## src/rtl/flash_cmd_pkg.sv

```systemverilog
package flash_cmd_pkg;
  localparam int CODE_W  = 6;
  localparam int EN_BIT  = 0;
  localparam int ERS_BIT = 1;
  localparam int WRT_BIT = 2;
  localparam int RB_BIT  = 3;
  localparam int CLR_BIT = 4;
  localparam int AUX_BIT = 5;
  localparam int N_CODES = 6;

  localparam logic [CODE_W-1:0] CODE_FILL = 6'b000001;

  // legal codes: enable alone or enable with exactly one function bit
  localparam logic [CODE_W-1:0] LEGAL_CODES [N_CODES] = '{
    6'b000001, 6'b000011, 6'b000101, 6'b001001, 6'b010001, 6'b100001
  };
endpackage

```

## src/rtl/cmd_decode.sv

```systemverilog
module cmd_decode
  import flash_cmd_pkg::*;
(
  input  logic [CODE_W-1:0] code,
  output logic              legal
);
  logic [N_CODES-1:0] hit;

  for (genvar i = 0; i < N_CODES; i++) begin : g_match
    assign hit[i] = (code == LEGAL_CODES[i]);
  end

  assign legal = |hit;
endmodule

```

## src/rtl/window_timer.sv

```systemverilog
module window_timer #(
  parameter  int LIMIT = 4,
  localparam int W     = $clog2(LIMIT + 1)
) (
  input  logic clk,
  input  logic rst_n,
  input  logic load,
  input  logic clr,
  output logic active,
  output logic expire
);
  logic [W-1:0] cnt_q, cnt_d;

  always_comb begin
    cnt_d = cnt_q;
    if (load)                cnt_d = W'(LIMIT);
    else if (clr)            cnt_d = '0;
    else if (cnt_q != '0)    cnt_d = cnt_q - 1'b1;
  end

  always_ff @(posedge clk or negedge rst_n) begin
    if (!rst_n) cnt_q <= '0;
    else        cnt_q <= cnt_d;
  end

  assign active = (cnt_q != '0);
  assign expire = (cnt_q == W'(1)) && !load && !clr;

  p_cnt_bound_r4: assert property (@(posedge clk) disable iff (!rst_n)
    cnt_q <= W'(LIMIT));
  p_expire_empties_r4: assert property (@(posedge clk) disable iff (!rst_n)
    expire |=> !active);
endmodule

```

## src/rtl/rb_mux.sv

```systemverilog
module rb_mux #(
  parameter int AW = 16,
  parameter int BW = 8
) (
  input  logic          hit,
  input  logic [AW-1:0] addr,
  input  logic [1:0]    lock_bits,
  input  logic [BW-1:0] fuse_lo,
  input  logic [BW-1:0] fuse_hi,
  input  logic [BW-1:0] flash_rdata,
  output logic          prot,
  output logic [BW-1:0] data
);
  always_comb begin
    prot = 1'b0;
    data = flash_rdata;
    if (hit) begin
      case (addr)
        AW'(0): begin prot = 1'b1; data = fuse_lo; end
        AW'(1): begin prot = 1'b1; data = {{(BW-2){1'b1}}, lock_bits}; end
        AW'(3): begin prot = 1'b1; data = fuse_hi; end
        default: ;
      endcase
    end
  end
endmodule

```

## src/rtl/flash_cmd_ctrl.sv

```systemverilog
module flash_cmd_ctrl
  import flash_cmd_pkg::*;
#(
  parameter int AW     = 16,
  parameter int DW     = 16,
  parameter int BW     = 8,
  parameter int ST_WIN = 4,
  parameter int LD_WIN = 3
) (
  input  logic              clk,
  input  logic              rst_n,
  input  logic              cmd_wr,
  input  logic [CODE_W-1:0] cmd_code,
  input  logic              store_exec,
  input  logic              load_exec,
  input  logic [AW-1:0]     ptr_addr,
  input  logic [DW-1:0]     pair_data,
  input  logic              ee_busy,
  input  logic              op_done,
  input  logic [1:0]        lock_bits,
  input  logic [BW-1:0]     fuse_lo,
  input  logic [BW-1:0]     fuse_hi,
  input  logic [BW-1:0]     flash_rdata,
  output logic [CODE_W-1:0] cmd_state,
  output logic              busy,
  output logic              buf_fill,
  output logic              buf_clr,
  output logic [AW-1:0]     buf_addr,
  output logic [DW-1:0]     buf_data,
  output logic              erase_start,
  output logic              write_start,
  output logic              rb_prot,
  output logic [BW-1:0]     rb_data
);
  // reset: asserted asynchronously, released on a clock edge
  logic [1:0] rst_sync_q;
  logic       rst_i_n;

  always_ff @(posedge clk or negedge rst_n) begin
    if (!rst_n) rst_sync_q <= 2'b00;
    else        rst_sync_q <= {rst_sync_q[0], 1'b1};
  end
  assign rst_i_n = rst_sync_q[1];

  logic [CODE_W-1:0] cmd_q, cmd_d;
  logic              pend_q, pend_d;
  logic              code_legal, wr_ok;
  logic              st_act, st_exp, ld_act, ld_exp;
  logic              store_hit, load_hit, start_op;

  cmd_decode u_dec (.code(cmd_code), .legal(code_legal));

  assign wr_ok     = cmd_wr && !ee_busy && !pend_q && code_legal;
  assign store_hit = store_exec && st_act && cmd_q[EN_BIT] && !pend_q
                     && !cmd_q[RB_BIT] && !wr_ok;
  assign load_hit  = load_exec && ld_act && cmd_q[RB_BIT] && cmd_q[EN_BIT]
                     && !ee_busy && !wr_ok;
  assign start_op  = cmd_q[ERS_BIT] || cmd_q[WRT_BIT];

  window_timer #(.LIMIT(ST_WIN)) u_st_win (
    .clk(clk), .rst_n(rst_i_n),
    .load(wr_ok),
    .clr(store_hit || load_hit || ld_exp),
    .active(st_act), .expire(st_exp)
  );

  window_timer #(.LIMIT(LD_WIN)) u_ld_win (
    .clk(clk), .rst_n(rst_i_n),
    .load(wr_ok && cmd_code[RB_BIT]),
    .clr(wr_ok || store_hit || load_hit),
    .active(ld_act), .expire(ld_exp)
  );

  // next state: new write > pending completion > consumption > expiry
  always_comb begin
    cmd_d  = cmd_q;
    pend_d = pend_q;
    if (wr_ok) begin
      cmd_d  = cmd_code;
      pend_d = 1'b0;
    end else if (pend_q) begin
      if (op_done) begin
        cmd_d  = '0;
        pend_d = 1'b0;
      end
    end else if (store_hit) begin
      if (start_op) pend_d = 1'b1;
      else          cmd_d  = '0;
    end else if (load_hit || st_exp || ld_exp) begin
      cmd_d = '0;
    end
  end

  always_ff @(posedge clk or negedge rst_i_n) begin
    if (!rst_i_n) begin
      cmd_q  <= '0;
      pend_q <= 1'b0;
    end else begin
      cmd_q  <= cmd_d;
      pend_q <= pend_d;
    end
  end

  assign cmd_state   = cmd_q;
  assign busy        = pend_q;
  assign buf_fill    = store_hit && (cmd_q == CODE_FILL);
  assign buf_clr     = store_hit && cmd_q[CLR_BIT];
  assign erase_start = store_hit && cmd_q[ERS_BIT];
  assign write_start = store_hit && cmd_q[WRT_BIT];
  assign buf_addr    = {ptr_addr[AW-1:1], 1'b0};
  assign buf_data    = pair_data;

  rb_mux #(.AW(AW), .BW(BW)) u_rb (
    .hit(load_hit), .addr(ptr_addr), .lock_bits(lock_bits),
    .fuse_lo(fuse_lo), .fuse_hi(fuse_hi), .flash_rdata(flash_rdata),
    .prot(rb_prot), .data(rb_data)
  );

  p_busy_keeps_enable_r5: assert property (@(posedge clk) disable iff (!rst_i_n)
    busy |-> cmd_state[EN_BIT]);
  p_busy_write_dropped_r6: assert property (@(posedge clk) disable iff (!rst_i_n)
    (busy && !op_done) |=> (cmd_state == $past(cmd_state)));
  p_done_releases_r5: assert property (@(posedge clk) disable iff (!rst_i_n)
    (busy && op_done) |=> (!busy && cmd_state == '0));
  p_one_strobe_r3: assert property (@(posedge clk) disable iff (!rst_i_n)
    $onehot0({buf_fill, buf_clr, erase_start, write_start}));
  p_eeprom_blocks_rb_r9: assert property (@(posedge clk) disable iff (!rst_i_n)
    ee_busy |-> !rb_prot);
  p_fill_consumed_r3: assert property (@(posedge clk) disable iff (!rst_i_n)
    (buf_fill && !cmd_wr) |=> (cmd_state == '0));
  p_rb_needs_cmd_r7: assert property (@(posedge clk) disable iff (!rst_i_n)
    rb_prot |-> (cmd_state[RB_BIT] && cmd_state[EN_BIT]));
endmodule

```

## config.mk

```make
export PLATFORM = sky130hd
export DESIGN_NAME = flash_cmd_ctrl
export DESIGN_NICKNAME = d
export VERILOG_FILES = /design/src/rtl/flash_cmd_pkg.sv /design/src/rtl/cmd_decode.sv /design/src/rtl/window_timer.sv /design/src/rtl/rb_mux.sv /design/src/rtl/flash_cmd_ctrl.sv
export SDC_FILE = /design/constraint.sdc
export NUM_CORES = 1
export LEC_CHECK = 0
export ABC_AREA = 1
export CORE_MARGIN = 1.5
export CORE_UTILIZATION = 35
export DETAILED_ROUTE_END_ITERATION = 10
export PLACE_DENSITY = 0.88
export RECOVER_POWER = 100
export SYNTH_ARGS = -nofsm -noshare
export SYNTH_HDL_FRONTEND = slang
export SYNTH_HIERARCHICAL = 1
export SYNTH_SLANG_ARGS = --single-unit
```

## constraint.sdc

```tcl
create_clock -name clk -period 2.98 [get_ports clk]
set_clock_uncertainty 0.1 [all_clocks]
set_input_delay 0.745 -clock clk [delete_from_list [all_inputs] [get_ports clk]]
set_output_delay 0.745 -clock clk [all_outputs]
set_load 0.005 [all_outputs]
```

After elaboration in Yosys (flattened, before gate mapping)
Index checks and enable logic that the tools add are counted.
{"block": "word_totals", "out_inout_bits": 52, "reg_bits": 14, "in_bits": 71, "elab_cells": 86}
{"block": "op_classes", "addsub": 2, "muxes": 21, "n_eq_ne": 13, "reduce_logical": 45}
{"op": "6-bit 2-to-1 mux", "count": 6}
{"op": "8-bit case mux with 3 select lines", "count": 1}
{"op": "1-bit logical AND", "count": 22}
{"op": "16-bit by 1-bit equality test with 1-bit output, second input constant", "count": 1}
{"op": "16-bit by 2-bit equality test with 1-bit output, second input constant", "count": 1}
{"op": "16-bit logical NOT", "count": 1}
{"op": "6-bit by 1-bit equality test with 1-bit output, second input constant", "count": 2}
{"op": "3-bit 2-to-1 mux", "count": 3}
{"op": "3-bit nonzero test", "count": 3}
{"op": "8-bit 2-to-1 mux", "count": 1}
{"op": "1-bit logical NOT", "count": 7}
{"op": "1-bit logical OR", "count": 7}
{"op": "1-bit 2-to-1 mux", "count": 7}
{"op": "6-bit by 2-bit equality test with 1-bit output, second input constant", "count": 1}
{"op": "6-bit by 3-bit equality test with 1-bit output, second input constant", "count": 1}
{"op": "6-bit by 4-bit equality test with 1-bit output, second input constant", "count": 1}
{"op": "6-bit by 5-bit equality test with 1-bit output, second input constant", "count": 1}
{"op": "6-bit equality test, second input constant", "count": 1}
{"op": "2-bit 2-to-1 mux", "count": 3}
{"op": "6-bit OR reduction", "count": 1}
{"op": "4-bit by 3-bit inequality test with 1-bit output, second input constant", "count": 1}
{"op": "4-bit nonzero test", "count": 1}
{"op": "3-bit by 1-bit equality test with 1-bit output, second input constant", "count": 1}
{"op": "3-bit by 2-bit inequality test with 1-bit output, second input constant", "count": 1}
{"op": "other kinds (6)", "count": 6}

Longest topological paths before layout
{"block": "depth", "word_depth": 19, "ltp_mapped": 22, "depth_no_buf": 22}

By module
Netlist, hierarchy kept.
{"mod": "flash_cmd_ctrl", "area_per_inst_um2": 779.5, "n_inst": 1, "seq_area_each_um2": 225.2, "cells_each": 106}
{"mod": "rb_mux", "area_per_inst_um2": 460.4, "n_inst": 1, "seq_area_each_um2": 0.0, "cells_each": 81}
{"mod": "window_timer (u_st_win)", "area_per_inst_um2": 200.2, "n_inst": 1, "seq_area_each_um2": 75.1, "cells_each": 26}
{"mod": "window_timer (u_ld_win)", "area_per_inst_um2": 133.9, "n_inst": 1, "seq_area_each_um2": 50.0, "cells_each": 19}
{"mod": "cmd_decode", "area_per_inst_um2": 70.1, "n_inst": 1, "seq_area_each_um2": 0.0, "cells_each": 18}

Least setup slack after synthesis
Ideal clock, no wire load.
{"block": "synth_path", "kind": "input -> output", "from": "input port cmd_code[3]", "to": "output port rb_data[0]", "arrival_time_ps": 1754, "slack_ps": 381, "n_path_buf": 1, "required_ps": 2135, "path_stages": 10, "cell_sequence": "o21ai_0 nand3_1 nand2_1 nand2_2 nor2_8 nor2_4 buf_4 nand2_4 nand2_1 nand2_1"}
{"block": "synth_via", "elab_chain_len": 6, "elab_cells_between_ends": 11, "cone_classes": "eq/ne: 6; mux: 1; reduce/logical: 4"}
{"item": "start: declaration", "line_no": "flash_cmd_ctrl.sv:13", "text": "input logic [CODE_W-1:0] cmd_code,"}
{"item": "6-bit by 1-bit equality test with 1-bit output, or another cell as far along", "line_no": "cmd_decode.sv:10", "text": "assign hit[i] = (code == LEGAL_CODES[i]);"}
{"item": "6-bit OR reduction *", "line_no": "cmd_decode.sv:13", "text": "assign legal = |hit;"}
{"item": "via code_legal", "line_no": "flash_cmd_ctrl.sv:47", "text": "logic code_legal, wr_ok;"}
{"item": "1-bit logical AND *", "line_no": "flash_cmd_ctrl.sv:53", "text": "assign wr_ok = cmd_wr && !ee_busy && !pend_q && code_legal;"}
{"item": "via wr_ok", "line_no": "flash_cmd_ctrl.sv:47"}
{"item": "1-bit logical NOT *", "line_no": "flash_cmd_ctrl.sv:57", "text": "&& !ee_busy && !wr_ok;"}
{"item": "1-bit logical AND *", "line_no": "flash_cmd_ctrl.sv:57"}
{"item": "via load_hit", "line_no": "flash_cmd_ctrl.sv:49", "text": "logic store_hit, load_hit, start_op;"}
{"item": "8-bit 2-to-1 mux *", "line_no": "rb_mux.sv:17", "text": "if (hit) begin"}
{"item": "end: declaration", "line_no": "flash_cmd_ctrl.sv:33", "text": "output logic [BW-1:0] rb_data"}
Mark *: on every way through the listed nets, which the timed path passes. The rest lies on a longest branch.

Worst setup path after layout
{"block": "layout_path", "from": "input port cmd_wr", "to": "output port rb_data[2]"}
{"block": "layout_via", "elab_chain_len": 6}
{"item": "start: declaration", "line_no": "flash_cmd_ctrl.sv:12", "text": "input logic cmd_wr,"}
{"item": "1-bit logical AND (3 in series)", "line_no": "flash_cmd_ctrl.sv:53"}
{"item": "via wr_ok", "line_no": "flash_cmd_ctrl.sv:47"}
{"item": "1-bit logical NOT", "line_no": "flash_cmd_ctrl.sv:57"}
{"item": "1-bit logical AND", "line_no": "flash_cmd_ctrl.sv:57"}
{"item": "via load_hit", "line_no": "flash_cmd_ctrl.sv:49"}
{"item": "8-bit 2-to-1 mux", "line_no": "rb_mux.sv:17"}
The timed path passes the listed nets, and every way through them passes these cells.

==> impl_metrics.ini <==
[outcome]
status = complete, but fails checks
violations = design-rule violations

[synth]
synth_cells = 250
synth.area.top_cells = dfrtp_1 (21%), nand2_1 (16%), buf_4 (15%), nand3_1 (12%), inv_1 (6.2%)
synth.avg_cell_area_um2 = 6.58
syn_area_um2 = 1640
seq_area_frac_synth_pct = 21.3
ys_warn_count = 6
synth_nets = 326
synth_cell_types = 23
synth.top_cell.area_share_pct = 21.3
synth_seq_cells = 14
synth_top_area_cell = dfrtp_1

[grt]
grt_max_degree = 13
antenna_found_initial = 0
grt_pass1_wl_um = 8730
grt_use_total_pct = 21.0
grt_pass1_vias = 2004
gr-total-overflow = 0

[placement]
port_buffers = 89
place_congestion = 0.875
dp_hpwl_um = 3650

[critical_path]
endpoint_kind = output port
start_kind = input port
crit_fanout = 4
reg2reg_to = cmd_state[1]
rr_worst_depth = 23
reg2reg_setup_slack_ps = 250
worst_ep_arrival_time_ps = 2080
path_class = input port to output port
worst_ep_required_time_ps = 2130
r2r-start = u_st_win/cnt_q[0]

[routing]
ant_nets = 0
routed-wl-met3_um = 478
wl_um = 5400
drtPass1Iterations = 8
vias_per_cell = 4.82
drt-met1-wl_um = 1990
vias = 1953
dr_wl_met2_um = 2740
top_layer_used = met4
drt_first_iter_violations = 117
routedWlPerCell_um = 13.3
drc = 12

[finish]
syn_to_final_growth_pct = 69.1
nets = 430
final_layout_size_suffix_gt1_share_pct = 35.4
antenna_cells = 0
fillers = 371
final_common_cell = nand2_1
fin_util_pct = 62.6
final_cell_mix = nand2_1 (59), nand3_1 (37), buf_4 (31), clkdlybuf4s50_1 (30), inv_1 (27)

[power]
p_switching_mw = 0.365
p_per_area_nw_per_um2 = 347
leakage_nw = 1.51
p_int_mw = 0.601
vdd_drop_max_mv = 0.336
pwr-share-clk_pct = 19.0
combPwrFrac_pct = 53.6
p_seq_share_pct = 27.5
swShare_pct = 37.8

[clock_tree]
worstSkewPairLatency_ps = 250
clock_path_buffers = 2
htree_levels = 1
numClockSinks = 14
cts.clk_slew.worst_paths_ps = 50
numCtsBuffers = 3
cts-root-buf = clkbuf_8
ctsHoldBuffers = 0
cts_tree = yes

[floorplanning]
ios = 123
fp.dieW_um = 71.5
start_util_pct = 37.0
row_count = 24
die_h_um = 71.5
dieArea_um2 = 5120
design.core.area_um2 = 4440

[flow_run]
maxCapViolations = 0

[timing]
final_hold_viol_count = 0
fmax_mhz = 342
min_period_over_period_pct = 98.1
period_minus_slack_ps = 2920
drv_slew = 0
setup_viol = 0
fin_setup_tns_ps = 0

[min_path]
hold_path_class = flop to asynchronous set/reset pin
==> metal layers <==
layer	vias to the layer above	GRT usage, %
met1	864	21.7
li1	945	-
met5	-	0
met3	19	4.36
met4	0	10.3
met2	125	39.9
==> stage by stage <==
step	hold WS [ps]	cells	total power [mW]	worst slack [ps]	area, um2
6_report	91.9	405	0.966	55.3	2780
4_1_cts	111	404	0.971	-36.6	2820
2_1_floorplan	47.2	250	0.596	381	1640
3_3_place_gp	101	373	0.753	-565	2490
5_1_grt	130	405	1.06	-28.1	2780
3_5_place_dp	105	373	0.779	-660	2490
==> synthesized netlist by cell type <==
cell and number:
nor2_4 8, buf_4 33, dfrtp_1 14, nand3_2 1
buf_6 1, inv_1 27, nand3_1 41, nand2_2 4
conb_1 2, nand2_4 5, o21ai_0 2, nor4_1 1
nand3_4 1, nor2_8 1, ha_1 5, inv_2 3
nor2_1 22, or2_1 1, nor2_2 4, o21ai_1 1
nand2_1 71, buf_12 1, or2_2 1
==> logic make-up (layout without fill, tap and decap cells) <==
group / count (synthesis) / after routing / synth area share (%)
adders and majority gates: 5 / 5 / 3.81
buffers and inverters: 65 / 168 / 23.8
and+or+nand+nor: 161 / 161 / 49.7
AOI/OAI and AO/OA: 3 / 3 / 0.913
DFF: 14 / 14 / 21.3
other: 2 / 2 / 0.457
==> cell type report <==
class                           count  area, um2  area share, %
Clock buffer                        4       55.1           1.98
Inverter                           30        113           4.05
Multi-Input combinational cell    171       1000           36.0
Sequential cell                    14        350           12.6
Tap cell                           52       65.1           2.34
Timing Repair Buffer              134       1200           43.1
==> power groups by stage <==
stage	Sequential (mW)	Clock [mW]	Combinational, mW
after global routing	0.272	0.196	0.588
after detailed placement	0.271	0	0.509
final	0.265	0.183	0.517
after CTS	0.268	0.185	0.518
after floorplan	0.263	0	0.333
after global placement	0.266	0	0.486
==> repair_timing <==
item | 4_1_cts | 5_1_grt
setup endpoints to repair | 19 | 18
buffers inserted | 27 | 1
resized for setup | 100 | 50
gates cloned | 1 | 0
pin swaps | 28 | 30
==> flip-flops by register name, summed over array words and instances (netlist names) <==
register,flops
rst_sync_q,2
u_ld_win/cnt_q,2
cmd_state,6
u_st_win/cnt_q,3
busy,1
==> worst max-delay path, cell delays in order <==
cell	delay (ps)
clkdlybuf4s50_1	490
nand2_4	130
nor2_8	40
nor2_4	200
clkbuf_4	190
nand3_1	90
nand2_1	80
clkbuf_2	110
==> worst max path at each step <==
stage | end | startpoint
finish | rb_data[2] | cmd_wr
global route | rb_data[6] | ptr_addr[1]
CTS | rb_data[3] | ptr_addr[2]
detailed placement | rb_data[3] | cmd_code[3]
global placement | rb_data[1] | cmd_code[2]
floorplan | rb_data[0] | cmd_code[3]
Note: power is estimated with default switching activity, not from simulation.
